File: src/rtl/spi_pkg.sv
package spi_pkg;
  typedef enum logic {ST_IDLE, ST_RUN} spi_state_e;
  localparam int unsigned SPI_MIN_W = 4;
endpackage

File: src/rtl/spi_half_tick.sv
module spi_half_tick #(
  parameter int unsigned DIV_W = 8
) (
  input  logic             clk_i,
  input  logic             rst_ni,
  input  logic             run_i,
  input  logic [DIV_W-1:0] div_i,
  output logic             tick_o
);
  logic [DIV_W-1:0] cnt_q;

  assign tick_o = run_i && (cnt_q == div_i);

  always_ff @(posedge clk_i or negedge rst_ni) begin
    if (!rst_ni)                cnt_q <= '0;
    else if (!run_i || tick_o)  cnt_q <= '0;
    else                        cnt_q <= cnt_q + 1'b1;
  end
endmodule

File: src/rtl/spi_edge_decode.sv
module spi_edge_decode #(
  parameter int unsigned STEP_W = 6
) (
  input  logic [STEP_W-1:0] k_i,
  input  logic [STEP_W-1:0] two_n_i,
  input  logic              cpha_i,
  output logic              edge_o,
  output logic              cap_o,
  output logic              last_o,
  output logic              launch_o,
  output logic              done_o
);
  logic odd;
  assign odd      = k_i[0];
  assign edge_o   = (k_i != '0) && (k_i <= two_n_i);
  assign cap_o    = edge_o && (cpha_i ? !odd : odd);
  assign last_o   = cap_o && (cpha_i ? (k_i == two_n_i) : (k_i == two_n_i - STEP_W'(1)));
  assign launch_o = edge_o && (cpha_i ? (odd && k_i != STEP_W'(1)) : (!odd && k_i != two_n_i));
  // tail: one half after the return edge (phase 0) or two halves (phase 1)
  assign done_o   = k_i == (two_n_i + (cpha_i ? STEP_W'(2) : STEP_W'(1)));
endmodule

File: src/rtl/spi_tx_shift.sv
module spi_tx_shift #(
  parameter  int unsigned MAX_W = 16,
  localparam int unsigned LEN_W = $clog2(MAX_W)
) (
  input  logic             clk_i,
  input  logic             rst_ni,
  input  logic             load_i,
  input  logic [MAX_W-1:0] data_i,
  input  logic             shift_i,
  input  logic [LEN_W-1:0] msb_idx_i,
  output logic             bit_o
);
  logic [MAX_W-1:0] sr_q;

  assign bit_o = sr_q[msb_idx_i];

  always_ff @(posedge clk_i or negedge rst_ni) begin
    if (!rst_ni)      sr_q <= '0;
    else if (load_i)  sr_q <= data_i;
    else if (shift_i) sr_q <= {sr_q[MAX_W-2:0], 1'b0};
  end
endmodule

File: src/rtl/spi_rx_shift.sv
module spi_rx_shift #(
  parameter int unsigned MAX_W = 16
) (
  input  logic             clk_i,
  input  logic             rst_ni,
  input  logic             clr_i,
  input  logic             cap_i,
  input  logic             bit_i,
  output logic [MAX_W-1:0] word_o
);
  logic [MAX_W-2:0] sr_q;

  assign word_o = {sr_q, bit_i};

  always_ff @(posedge clk_i or negedge rst_ni) begin
    if (!rst_ni)    sr_q <= '0;
    else if (clr_i) sr_q <= '0;
    else if (cap_i) sr_q <= word_o[MAX_W-2:0];
  end
endmodule

File: src/rtl/spi_frame_master.sv
module spi_frame_master
  import spi_pkg::*;
#(
  parameter  int unsigned MAX_W  = 16,
  parameter  int unsigned DIV_W  = 8,
  localparam int unsigned LEN_W  = $clog2(MAX_W),
  localparam int unsigned CNT_W  = $clog2(MAX_W + 1),
  localparam int unsigned STEP_W = $clog2(2 * MAX_W + 3)
) (
  input  logic             clk_i,
  input  logic             rst_ni,
  input  logic             en_i,
  input  logic             cpol_i,
  input  logic             cpha_i,
  input  logic [LEN_W-1:0] wlen_i,
  input  logic [DIV_W-1:0] div_i,
  input  logic             tx_valid_i,
  input  logic [MAX_W-1:0] tx_data_i,
  output logic             tx_ready_o,
  output logic             rx_valid_o,
  output logic [MAX_W-1:0] rx_data_o,
  input  logic             rx_full_i,
  output logic             sclk_o,
  output logic             cs_no,
  output logic             mosi_o,
  output logic             mosi_oe_o,
  input  logic             miso_i,
  output logic             overrun_o
);
  spi_state_e       state_q;
  logic             cfg_cpol_q, cfg_cpha_q;
  logic [CNT_W-1:0] cfg_len_q;
  logic [DIV_W-1:0] cfg_div_q;
  logic [STEP_W-1:0] step_q, step_k, two_n;
  logic             sclk_q, cs_n_q, oe_q, rx_valid_q, ovr_q;
  logic [MAX_W-1:0] rx_data_q, rx_word;
  logic             run, tick, take, tx_bit;
  logic             edge_e, cap_e, last_e, launch_e, done_e;
  logic [CNT_W-1:0] len_in;
  logic [DIV_W-1:0] div_in;
  logic [LEN_W-1:0] msb_idx;

  assign run     = (state_q == ST_RUN);
  assign step_k  = step_q + STEP_W'(1);
  assign two_n   = STEP_W'({cfg_len_q, 1'b0});
  assign msb_idx = LEN_W'(cfg_len_q - CNT_W'(1));

  // configuration clamps applied at frame start
  assign len_in = (wlen_i < LEN_W'(SPI_MIN_W - 1)) ? CNT_W'(SPI_MIN_W)
                                                   : CNT_W'(wlen_i) + CNT_W'(1);
  assign div_in = (div_i == '0) ? DIV_W'(1) : div_i;

  assign tx_ready_o = en_i && (!run || (tick && done_e));
  assign take       = tx_ready_o && tx_valid_i;

  spi_half_tick #(.DIV_W(DIV_W)) u_tick (
    .clk_i  (clk_i),
    .rst_ni (rst_ni),
    .run_i  (run),
    .div_i  (cfg_div_q),
    .tick_o (tick)
  );

  spi_edge_decode #(.STEP_W(STEP_W)) u_dec (
    .k_i      (step_k),
    .two_n_i  (two_n),
    .cpha_i   (cfg_cpha_q),
    .edge_o   (edge_e),
    .cap_o    (cap_e),
    .last_o   (last_e),
    .launch_o (launch_e),
    .done_o   (done_e)
  );

  spi_tx_shift #(.MAX_W(MAX_W)) u_tx (
    .clk_i     (clk_i),
    .rst_ni    (rst_ni),
    .load_i    (take),
    .data_i    (tx_data_i),
    .shift_i   (run && tick && launch_e),
    .msb_idx_i (msb_idx),
    .bit_o     (tx_bit)
  );

  spi_rx_shift #(.MAX_W(MAX_W)) u_rx (
    .clk_i  (clk_i),
    .rst_ni (rst_ni),
    .clr_i  (take),
    .cap_i  (run && tick && cap_e),
    .bit_i  (miso_i),
    .word_o (rx_word)
  );

  always_ff @(posedge clk_i or negedge rst_ni) begin
    if (!rst_ni) begin
      state_q    <= ST_IDLE;
      cfg_cpol_q <= 1'b0;
      cfg_cpha_q <= 1'b0;
      cfg_len_q  <= CNT_W'(SPI_MIN_W);
      cfg_div_q  <= DIV_W'(1);
      step_q     <= '0;
      sclk_q     <= 1'b0;
      cs_n_q     <= 1'b1;
      oe_q       <= 1'b0;
      rx_valid_q <= 1'b0;
      rx_data_q  <= '0;
      ovr_q      <= 1'b0;
    end else begin
      rx_valid_q <= 1'b0;
      unique case (state_q)
        ST_IDLE: begin
          sclk_q <= cpol_i;
          if (take) begin
            cfg_cpol_q <= cpol_i;
            cfg_cpha_q <= cpha_i;
            cfg_len_q  <= len_in;
            cfg_div_q  <= div_in;
            cs_n_q     <= 1'b0;
            oe_q       <= 1'b1;
            step_q     <= '0;
            state_q    <= ST_RUN;
          end
        end
        ST_RUN: begin
          if (tick) begin
            step_q <= step_k;
            if (edge_e) sclk_q <= ~sclk_q;
            if (last_e) begin
              if (rx_full_i) ovr_q <= 1'b1;
              else begin
                rx_valid_q <= 1'b1;
                rx_data_q  <= rx_word;
              end
            end
            if (done_e) begin
              if (take) step_q <= '0;
              else begin
                state_q <= ST_IDLE;
                cs_n_q  <= 1'b1;
                oe_q    <= 1'b0;
              end
            end
          end
        end
      endcase
    end
  end

  assign sclk_o     = sclk_q;
  assign cs_no      = cs_n_q;
  assign mosi_oe_o  = oe_q;
  assign mosi_o     = oe_q & tx_bit;
  assign rx_valid_o = rx_valid_q;
  assign rx_data_o  = rx_data_q;
  assign overrun_o  = ovr_q;
endmodule

File: config.mk
export PLATFORM = sky130hd
export DESIGN_NAME = spi_frame_master
export DESIGN_NICKNAME = d
export VERILOG_FILES = /design/src/rtl/spi_pkg.sv /design/src/rtl/spi_half_tick.sv /design/src/rtl/spi_edge_decode.sv /design/src/rtl/spi_tx_shift.sv /design/src/rtl/spi_rx_shift.sv /design/src/rtl/spi_frame_master.sv
export SDC_FILE = /design/constraint.sdc
export NUM_CORES = 1
export LEC_CHECK = 0
export BUFFER_PORTS_ARGS = -buffer_cell sky130_fd_sc_hd__buf_2
export CORE_AREA = 8 8 124 126
export DETAILED_ROUTE_END_ITERATION = 8
export DIE_AREA = 0 0 132 134
export HOLD_SLACK_MARGIN = 0.1
export PLACE_DENSITY_LB_ADDON = 0.12
export SYNTH_ARGS = -nofsm -noshare
export SYNTH_HDL_FRONTEND = slang
export SYNTH_SLANG_ARGS = --single-unit
File: constraint.sdc
create_clock -name clk_i -period 3.5 [get_ports clk_i]
set_input_delay 0.525 -clock clk_i [delete_from_list [all_inputs] [get_ports clk_i]]
set_output_delay 0.525 -clock clk_i [all_outputs]
set_load 0.05 [all_outputs]
==> results of run 1 <==
## sequential cells by signal, indices dropped and copies added, names as in the netlist
| signal | flops |
|---|---|
| cfg_cpha_q | 1 |
| cfg_div_q | 8 |
| cfg_len_q | 5 |
| cs_no | 1 |
| mosi_oe_o | 1 |
| overrun_o | 1 |
| run | 1 |
| rx_data_o | 16 |
| rx_valid_o | 1 |
| sclk_o | 1 |
| step_q | 6 |
| u_rx.sr_q | 15 |
| u_tick.cnt_q | 8 |
| u_tx.sr_q | 16 |
## cells in the mapped netlist, types with 12 or more instances
library cell,n
xor2_1,12
inv_1,41
mux2i_1,15
nand2_1,51
ha_1,12
dfrtp_1,78
nand3_1,13
o221ai_1,15
mux2_2,12
nor2_1,28
xnor2_1,20
## repair_timing
action	CTS	global route
endpoints found under the hold margin	0	0
resized for setup	5	5
setup endpoints to repair	1	17
pin swaps	4	0
setup buffers	1	2
## worst paths after layout
| path | depth (start not counted) | slack, ns | to |
|---|---|---|---|
| setup / recovery | 9 | 0.007 | tx_ready_o |
| hold / removal | 1 | 0.26 | cfg_len_q[1] |
| setup reg to reg | 11 | 0.10 | rx_data_o[6] |
| hold reg to reg | 1 | 0.45 | overrun_o |
| max in group asynchronous | 2 | 2.39 | cfg_div_q[0] |
| min in group clk_i | 3 | 0.39 | cfg_div_q[1] |
## kinds of logic (layout without fill, tap and decap cells)
family | after synthesis | in the layout | synth area share (%)
mux | 40 | 40 | 11.9
simple gates | 123 | 123 | 13.3
fa+ha+maj | 12 | 12 | 3.49
flops | 81 | 81 | 47.2
buf+inv | 55 | 139 | 5.67
compound gates | 58 | 58 | 10.1
xor+xnor | 36 | 36 | 8.46
## per-layer routing
metal	track usage [%]	wire length [um]	up-vias
met3	3.18	400	14
met5	0	0	-
met4	5.30	187	0
li1	-	-	1574
met1	16.2	5110	1521
met2	18.2	4590	64
## per-stage QoR
stage,worst slack [ns],hold WS [ns],util [%]
3_3_place_gp,0.138,0.442,36.6
6_report,0.00704,0.259,39.5
4_1_cts,0.00485,0.285,39.2
3_5_place_dp,0.0913,0.444,36.6
5_1_grt,-0.0891,0.320,39.5
2_1_floorplan,0.0304,0.229,-
## critical path: stages, from the launching register on
cell,delay (ns)
dfrtp_1,0.38
ha_2,0.21
ha_4,0.26
xor3_4,0.33
nor3_4,0.14
o211ai_1,0.11
a311o_1,0.31
or4_4,0.55
a21boi_2,0.16
buf_6,0.17
## where the power goes
group	internal, mW	switching (mW)
Combinational	0.697	0.788
Sequential	1.26	0.281
Clock	0.582	0.411
## placed cells by master, fill, tap and decap left out, types with 15 or more instances in the layout
cell type	netlist	routed
xnor2_1	20	20
mux2i_1	15	15
inv_1	41	41
o221ai_1	15	15
nor2_1	28	28
nand2_1	51	51
buf_4	0	24
dfrtp_1	78	75
buf_2	1	56
## final cells by class
type / instances / share of cell area (%)
Tap cell: 180 / 4.22
Clock buffer: 10 / 4.48
Inverter: 41 / 2.89
Sequential cell: 81 / 38.2
Multi-Input combinational cell: 269 / 39.6
Timing Repair Buffer: 82 / 9.22
Clock inverter: 6 / 1.41
==> key figures, run 1 <==
Die
  • Die Wd: 132 um
  • Io pins: 59
  • FP Rows: 43
  • Initial core utilization: 31.9%
  • Core Box Area: 13500 um2
  • Die area: 17700 um2
  • Die height: 134 um

Global routing
  • First-pass GRT wire length: 17300 um
  • Largest net degree at the start of global routing: 59
  • Vias in the first global route: 3333
  • GRT Total Usage: 12.2%
  • Antenna violations before repair: 0
  • Remaining global-route overflow: 0

STA
  • Clock Skew: 0.00844 ns
  • Hold Vio Cnt, Final: 0
  • Worst slew pin tran: 0.764 ns
  • Unrepaired setup endpoints after global routing: yes
  • Period utilization: 99.8%
  • Max-slew headroom: 49.1%
  • Tmin final: 3.49 ns
  • Setup TNS: 0 ns
  • Max Transition Viols Final: 0
  • Upper clock frequency limit: 286 MHz
  • # setup viols final: 0

Pwr
  • Leak Pwr: 2.54 nW
  • Overall power: 4.02 mW
  • Power Dens Cells: 753 nW/um2
  • Peak VDD IR: 0.256 mV

Cells and area
  • Layout cell share with drive strength beyond 1: 31.1%
  • Area occupied by registers: 2030 um2
  • Inserted Diodes: 0
  • Area Overhead vs Synth: 23.8%
  • Non-Filler Instances: 669
  • Fin nets: 532
  • Filler instances: 1359
  • Area of the multi-input gates: 2110 um2
  • Post-Layout Inst Area: 5330 um2

Drt
  • 1st-iter DRT viols: 166
  • Via/cell ratio: 4.74
  • Residual DRC count: 0
  • Router iterations before antenna repair: 4
  • Routed Antenna Nets: 0
  • Drt wl/cell: 15.4 um
  • Drt total wl: 10300 um
  • DR vias: 3173

CTS
  • Worst skew pair latency: 0.35 ns
  • CTS Hold Buffers Added: 0
  • CTS H-tree lvls: 3
  • TritonCTS clock tree: yes
  • Clk sinks: 81
  • Total CTS buffers: 9
  • Clk root buf: clkbuf_16
  • Deepest clock path buffer count: 2
  • Clk pin slew, worst setup/hold paths: 0.06 ns

Place
  • Port bufs: 58
  • DP HPWL: 7480 um
  • Placed inst area: 4950 um2
  • DP Cell Count: 650
  • Final GP Congestion: 0.837

Worst setup path
  • Crit. End Element: output pin
  • Worst Setup SP: cfg_cpha_q
  • CP arrival: 2.97 ns
  • Req. time, crit path: 2.97 ns
  • Worst r2r src: step_q[0]
  • Kind of critical path: reg -> out
  • CP max FO: 2
  • Worst setup SP type: register

Yosys
  • Ys flop type: dfrtp_1
  • Post-synth EDFFs: 0
  • Post-synthesis cell type count: 56
  • Synth top area cells: dfrtp_1, nand2_1, xnor2_1
  • Mean area per synthesized cell: 10.6 um2
  • Synth Warn #: 0
  • Async SR Flop Fraction: 100%
  • Synth Cell Area: 4310 um2
  • Cell taking the most area after synthesis: dfrtp_1
  • Seq cells post-synth: 81
  • Post-synthesis sequential area ratio: 47.2%
  • Share of the synthesized area in the top cell type: 45.3%
  • Post-Syn Instances: 405
  • Synthesized net count: 453

Job
  • Max cap viols: 0

Worst hold path
  • Hold WC Path Type: in -> async

Outcome
  • Status: complete, no violations
(Power assumes the default switching activity.)
==> run 2: changes to the inputs <==
--- a/config.mk
+++ b/config.mk
@@ -5,10 +5,11 @@
 export SDC_FILE = /design/constraint.sdc
 export NUM_CORES = 1
 export LEC_CHECK = 0
+export ABC_AREA = 1
 export BUFFER_PORTS_ARGS = -buffer_cell sky130_fd_sc_hd__buf_2
-export CORE_AREA = 8 8 124 126
+export CORE_AREA = 8 8 129 131
 export DETAILED_ROUTE_END_ITERATION = 8
-export DIE_AREA = 0 0 132 134
+export DIE_AREA = 0 0 137 139
 export HOLD_SLACK_MARGIN = 0.1
 export PLACE_DENSITY_LB_ADDON = 0.12
 export SYNTH_ARGS = -nofsm -noshare
==> run 2 against run 1 <==
Register-to-register slack gained 0.45 ns. Critical endpoint is now mosi_o. Setup slack better by 0.14 ns. Synthesized cell count grew 52%. Worst hold slack improved by 0.13 ns. Global-route usage up 1.4 points. Core utilization fell by 2.7 points. Cell area is 1.7% higher.
==> key figures, run 2 <==
Yosys
  • Cell taking the most area after synthesis: dfrtp_1
  • Synth top cells by count: nand2_1, dfrtp_1, inv_1
  • Share of the synthesized area in the top cell type: 41.6%
  • Largest family of logic cells by synthesized area: simple AND/OR/NAND/NOR gates
  • Synth Area in Simple Gates: 36.6%
  • Synth Area in Adders: 3.20%
  • Synth Warn #: 0
  • Xor/xnor share of the synthesized area: 2.62%
  • Seq cells post-synth: 81
  • Synthesized net count: 663
  • Ys flop type: dfrtp_1
  • Synth Cell Area: 4690 um2
  • Top-count cell post-synth: nand2_1
  • Compound-Gate Fraction of Synth Area: 5.31%
  • Mean area per synthesized cell: 7.62 um2
  • Mux contribution to synthesized area: 0%
  • Post-synthesis sequential area ratio: 43.3%
  • Post-synthesis cell type count: 41
  • Post-Syn Instances: 615
  • Async SR Flop Fraction: 100%
  • Synth top area cells: dfrtp_1, nand2_1, nand3_1
  • Post-synth EDFFs: 0

Cells and area
  • Commonest non-fill, non-tap cell in the layout: nand2_1
  • Fin nets: 715
  • Post-Layout Inst Area: 5420 um2
  • Filler instances: 1565
  • Area Overhead vs Synth: 15.7%
  • Most frequent cells in the layout: nand2_1, dfrtp_1, inv_1
  • Inserted Diodes: 0
  • Area of the multi-input gates: 2240 um2
  • Area occupied by registers: 2030 um2
  • Layout cell share with drive strength beyond 1: 17.1%

Worst setup path
  • Req. time, crit path: 2.97 ns
  • Crit. End Element: output pin
  • Worst r2r src: step_q[0]
  • Cell depth of the worst flop-to-flop path: 17
  • Kind of critical path: reg -> out
  • Worst setup SP type: register
  • Worst Setup SP: cfg_len_q[0]
  • CP arrival: 2.83 ns
  • CP max FO: 11

Drt
  • M1 WL: 5640 um
  • Metal3 WL: 568 um
  • 1st-iter DRT viols: 267
  • Detail Route met2 WL: 5740 um
  • Top sig layer: met4
  • Residual DRC count: 0
  • Router iterations before antenna repair: 4
  • Routed Antenna Nets: 0
  • Drt total wl: 12100 um
  • Drt wl/cell: 14.1 um
  • Via/cell ratio: 4.80
  • DR vias: 4124

Global routing
  • Antenna violations before repair: 0
  • GRT Total Usage: 13.5%
  • Vias in the first global route: 4058
  • First-pass GRT wire length: 20500 um
  • Remaining global-route overflow: 0
  • Largest net degree at the start of global routing: 82

STA
  • Setup TNS: 0 ns
  • Period utilization: 95.9%
  • Hold Vio Cnt, Final: 0
  • Unrepaired setup endpoints after global routing: yes
  • Max Transition Viols Final: 0
  • Tmin final: 3.36 ns
  • Clock Skew: 0.00619 ns
  • PnR worst setup slack: 0.145 ns
  • Hold slack: 0.385 ns
  • Max-slew headroom: 29.0%
  • # setup viols final: 0
  • Worst slew pin tran: 1.06 ns
  • Upper clock frequency limit: 298 MHz

Pwr
  • Clock power frac: 48.7%
  • Int Pwr: 1.48 mW
  • Leak Pwr: 2.95 nW
  • Logic pwr share: 3.1%
  • Power Dens Cells: 359 nW/um2
  • Switching power: 464 uW
  • Overall power: 1.95 mW
  • Peak VDD IR: 0.247 mV
  • Sw Share: 23.8%
  • Sequential share of power: 48.2%

Place
  • Final GP Congestion: 0.835
  • Placed inst area: 5100 um2
  • Dpl ws: 0.312 ns
  • Port bufs: 58
  • DP HPWL: 8670 um

Die
  • Initial core utilization: 31.8%
  • Core Box Area: 14800 um2
  • Die Wd: 137 um
  • Io pins: 59
  • Die height: 139 um
  • FP Rows: 45
  • Die area: 19000 um2

Outcome
  • Status: complete, no violations

CTS
  • Worst skew pair latency: 0.35 ns
  • Clk sinks: 81
  • Total CTS buffers: 9
  • CTS H-tree lvls: 3
  • Clk pin slew, worst setup/hold paths: 0.07 ns
  • Clk root buf: clkbuf_16
  • TritonCTS clock tree: yes
  • Deepest clock path buffer count: 2
  • CTS Hold Buffers Added: 0

Job
  • Max cap viols: 0

Worst hold path
  • Hold WC Path Type: in -> async
## run 2: changes by cell type in the layout (fill, tap and decap cells not counted), sizes merged, moves of 4 or more
cell / change
inv: +34
mux4: -4
nand3: +59
buf: -18
and3: -5
mux2: -21
nand4: +35
xor2: -5
o221ai: -15
o21ai: +13
nand2: +165
xnor2: -15
or4: -5
mux2i: -15
## run 2: critical path, cell delays in order, from the launching register on
cell and delay, ns:
dfrtp_2 0.50, inv_1 0.33, ha_1 0.37, inv_1 0.20, a21oi_1 0.06, a32o_1 0.20
o21ai_0 0.15, a21oi_1 0.06, nor3b_1 0.29, buf_2 0.32
## run 2: worst paths after layout
path / to / slack, ns
setup / recovery: mosi_o / 0.14
hold / removal: rx_data_o[1] / 0.38
setup reg to reg: u_tx.sr_q[2] / 0.55
hold reg to reg: overrun_o / 0.47
max in group asynchronous: cfg_len_q[0] / 2.39
min in group clk_i: cfg_div_q[5] / 0.39
## run 2: area by class of cell
class	instances	share of cell area, %
Clock buffer	12	4.73
Multi-Input combinational cell	434	41.3
Sequential cell	81	37.5
Inverter	77	5.33
Tap cell	188	4.34
Timing Repair Buffer	64	6.23
Clock inverter	4	0.623
## run 2: repair_timing
item                                   4_1_cts  5_1_grt
setup endpoints to repair                    1       13
endpoints found under the hold margin        0        0
pin swaps                                    0        1
gates resized for setup                      1        1
buffers inserted                             0        4
## run 2: power groups by stage
stage	Combinational (mW)	Sequential, mW	Clock (mW)
floorplan	0.0146	0.958	0
global placement	0.0611	0.955	0
detailed placement	0.0634	0.955	0
CTS	0.0634	0.938	0.976
global route	0.0693	0.937	1.01
finish	0.0606	0.938	0.947
## run 2: metal layers
metal	up-vias	track usage, %
met5	-	0
met1	1944	17.0
li1	2097	-
met2	69	21.8
met3	14	3.70
met4	0	4.35
## run 2: cell families after synthesis
group | after synthesis
flops | 81
buf+inv | 100
xor+xnor | 14
compound gates | 43
simple gates | 365
fa+ha+maj | 12
## run 2: through the flow
step,cells,utilization [%]
floorplan,615,-
global placement,840,34.6
detailed placement,840,34.6
CTS,856,36.5
global route,860,36.8
finish,860,36.8
==> run 3: changes to the inputs <==
--- a/config.mk
+++ b/config.mk
@@ -7,11 +7,13 @@
 export LEC_CHECK = 0
 export ABC_AREA = 1
 export BUFFER_PORTS_ARGS = -buffer_cell sky130_fd_sc_hd__buf_2
-export CORE_AREA = 8 8 129 131
+export CORE_AREA = 8 8 128 130
 export DETAILED_ROUTE_END_ITERATION = 8
-export DIE_AREA = 0 0 137 139
+export DIE_AREA = 0 0 136 138
 export HOLD_SLACK_MARGIN = 0.1
 export PLACE_DENSITY_LB_ADDON = 0.12
+export SLEW_MARGIN = 20
 export SYNTH_ARGS = -nofsm -noshare
 export SYNTH_HDL_FRONTEND = slang
+export SYNTH_HIERARCHICAL = 1
 export SYNTH_SLANG_ARGS = --single-unit
==> run 3 against run 2 <==
Setup slack gained 0.16 ns. Register-to-register slack lost 0.17 ns. Synthesized cell count fell by 5.0%. Non-clock buffer count decreased by 1. Worst hold slack got worse by 0.20 ns. Combinational power increased to 27 times the previous value. Die area decreased by 1.4%. Cell count decreased by 2.8%. Via count decreased by 7.8%. Flip-flop and latch count is the same. Clock skew increased by 0.0017 ns. Power grew 100%. Largest power group is now combinational cells.
==> key figures, run 3 <==
Cells and area
  • Commonest non-fill, non-tap cell in the layout: nand2_1
  • Area occupied by registers: 2030 um2
  • Fin nets: 697
  • Area of the multi-input gates: 2130 um2
  • Inserted Diodes: 0
  • Most frequent cells in the layout: nand2_1, inv_1, dfrtp_1
  • Filler instances: 1531
  • Layout cell share with drive strength beyond 1: 19.2%
  • Area Overhead vs Synth: 16.1%

Worst setup path
  • Worst setup SP type: register
  • Req. time, crit path: 2.97 ns
  • CP arrival: 2.67 ns
  • Crit. End Element: output pin
  • Kind of critical path: reg -> out
  • CP max FO: 7

Die
  • Io pins: 59
  • Core Box Area: 14300 um2
  • FP Rows: 44
  • Die height: 138 um
  • Initial core utilization: 32.3%
  • Die Wd: 136 um
  • Die area: 18800 um2

Global routing
  • Largest net degree at the start of global routing: 50
  • GRT Total Usage: 12.1%
  • Vias in the first global route: 3770
  • Antenna violations before repair: 0
  • First-pass GRT wire length: 18500 um
  • Remaining global-route overflow: 0

Yosys
  • Post-Syn Instances: 584
  • Mean area per synthesized cell: 7.91 um2
  • Cell taking the most area after synthesis: dfrtp_1
  • Async SR Flop Fraction: 100%
  • Ys flop type: dfrtp_1
  • Post-synthesis cell type count: 41
  • Post-synth EDFFs: 0
  • Synth top area cells: dfrtp_1, nand2_1, inv_1
  • Synth top cells by count: nand2_1, inv_1, dfrtp_1
  • Synth Warn #: 6
  • Seq cells post-synth: 81
  • Post-synthesis sequential area ratio: 43.9%
  • Share of the synthesized area in the top cell type: 42.2%
  • Synth Cell Area: 4620 um2
  • Top-count cell post-synth: nand2_1

Drt
  • Drt total wl: 10900 um
  • Drt wl/cell: 13.0 um
  • Routed Antenna Nets: 0
  • Via/cell ratio: 4.55
  • DR vias: 3802
  • 1st-iter DRT viols: 230
  • Router iterations before antenna repair: 4
  • Residual DRC count: 0

CTS
  • Worst skew pair latency: 0.34 ns
  • Clk root buf: clkbuf_16
  • Clk sinks: 81
  • TritonCTS clock tree: yes
  • CTS H-tree lvls: 3
  • Clk pin slew, worst setup/hold paths: 0.07 ns
  • Deepest clock path buffer count: 2
  • Total CTS buffers: 9
  • CTS Hold Buffers Added: 0

STA
  • # setup viols final: 0
  • Max-slew headroom: 57.2%
  • Worst slew pin tran: 0.642 ns
  • Unrepaired setup endpoints after global routing: no
  • Hold Vio Cnt, Final: 0
  • Clock Skew: 0.00784 ns
  • Period utilization: 91.4%
  • Tmin final: 3.20 ns
  • Setup TNS: 0 ns
  • Max Transition Viols Final: 0
  • PnR worst setup slack: 0.301 ns
  • Upper clock frequency limit: 313 MHz

Pwr
  • Peak VDD IR: 0.364 mV
  • Leak Pwr: 2.91 nW
  • Power Dens Cells: 741 nW/um2

Place
  • DP HPWL: 8020 um
  • Final GP Congestion: 0.795
  • Port bufs: 58
  • Dpl ws: 0.387 ns

Worst hold path
  • Hold WC Path Type: in -> async

Job
  • Max cap viols: 0

Outcome
  • Status: complete, no violations
-- run 3: metal layers --
metal / global-route usage (%) / vias up / wire length, um
met5: 0 / - / 0
met4: 3.70 / 0 / 136
met3: 3.30 / 12 / 642
met2: 19.0 / 87 / 4890
met1: 15.8 / 1747 / 5220
li1: - / 1956 / -
-- run 3: final timing paths --
path	from	end	slack, ns	cells past startpoint
setup reg to reg	step_q[0]	u_tx/sr_q[14]	0.38	17
setup / recovery	step_q[0]	tx_ready_o	0.30	14
max in group asynchronous	rst_ni	cfg_len_q[2]	2.56	2
hold / removal	rst_ni	u_tx/sr_q[2]	0.19	1
hold reg to reg	rx_data_o[13]	rx_data_o[13]	0.48	2
min in group clk_i	cpha_i	cfg_cpha_q	0.38	3
-- run 3: kinds of logic (layout without fill, tap and decap cells) --
family | after synthesis | count (layout) | share of synthesized area, %
AO/OA/AOI/OAI | 43 | 43 | 7.72
buffers and inverters | 101 | 166 | 10.2
flip-flops | 81 | 81 | 43.9
other | 1 | 4 | 0.0812
adder cells (fa/ha/maj) | 14 | 14 | 3.95
AND/OR/NAND/NOR | 324 | 324 | 30.3
XOR/XNOR | 20 | 20 | 3.79
-- run 3: cell type report --
class,count,area share [%]
Clock buffer,9,4.20
Clock inverter,7,1.42
Inverter,87,6.37
Multi-Input combinational cell,405,39.7
Sequential cell,81,37.8
Tap cell,184,4.29
Timing Repair Buffer,63,6.20
-- run 3: report_power, final --
| group | internal, mW | switching, mW |
|---|---|---|
| combinational | 0.599 | 1.05 |
| clock | 0.558 | 0.409 |
| sequential | 1.17 | 0.193 |
-- run 3: critical path, cell delays in order, from the launching register on --
cell and delay (ns):
dfrtp_1 0.44, ha_1 0.26, nand3_1 0.09, xor2_1 0.19, inv_1 0.11, inv_1 0.06
nand2_1 0.06, nand2_1 0.11, xor2_1 0.15, nand2_1 0.07, nor2_1 0.18, nand2_1 0.10
nand2_1 0.12, and2_1 0.16, clkbuf_4 0.23
-- run 3: per-stage QoR --
step	std cells	utilization, %	power [mW]	area, um2	hold slack (ns)
finish	836	37.5	3.98	5370	0.187
global route	836	37.5	4.35	5370	0.252
CTS	836	37.5	4.04	5360	0.210
detailed placement	820	35.4	3.05	5060	0.464
global placement	820	35.4	3.03	5060	0.456
floorplan	587	-	2.67	4630	0.229
-- run 3: timing repair --
action                     4_1_cts  5_1_grt
gates resized for setup          0        1
setup buffers                    0        0
setup endpoints to repair        0        1
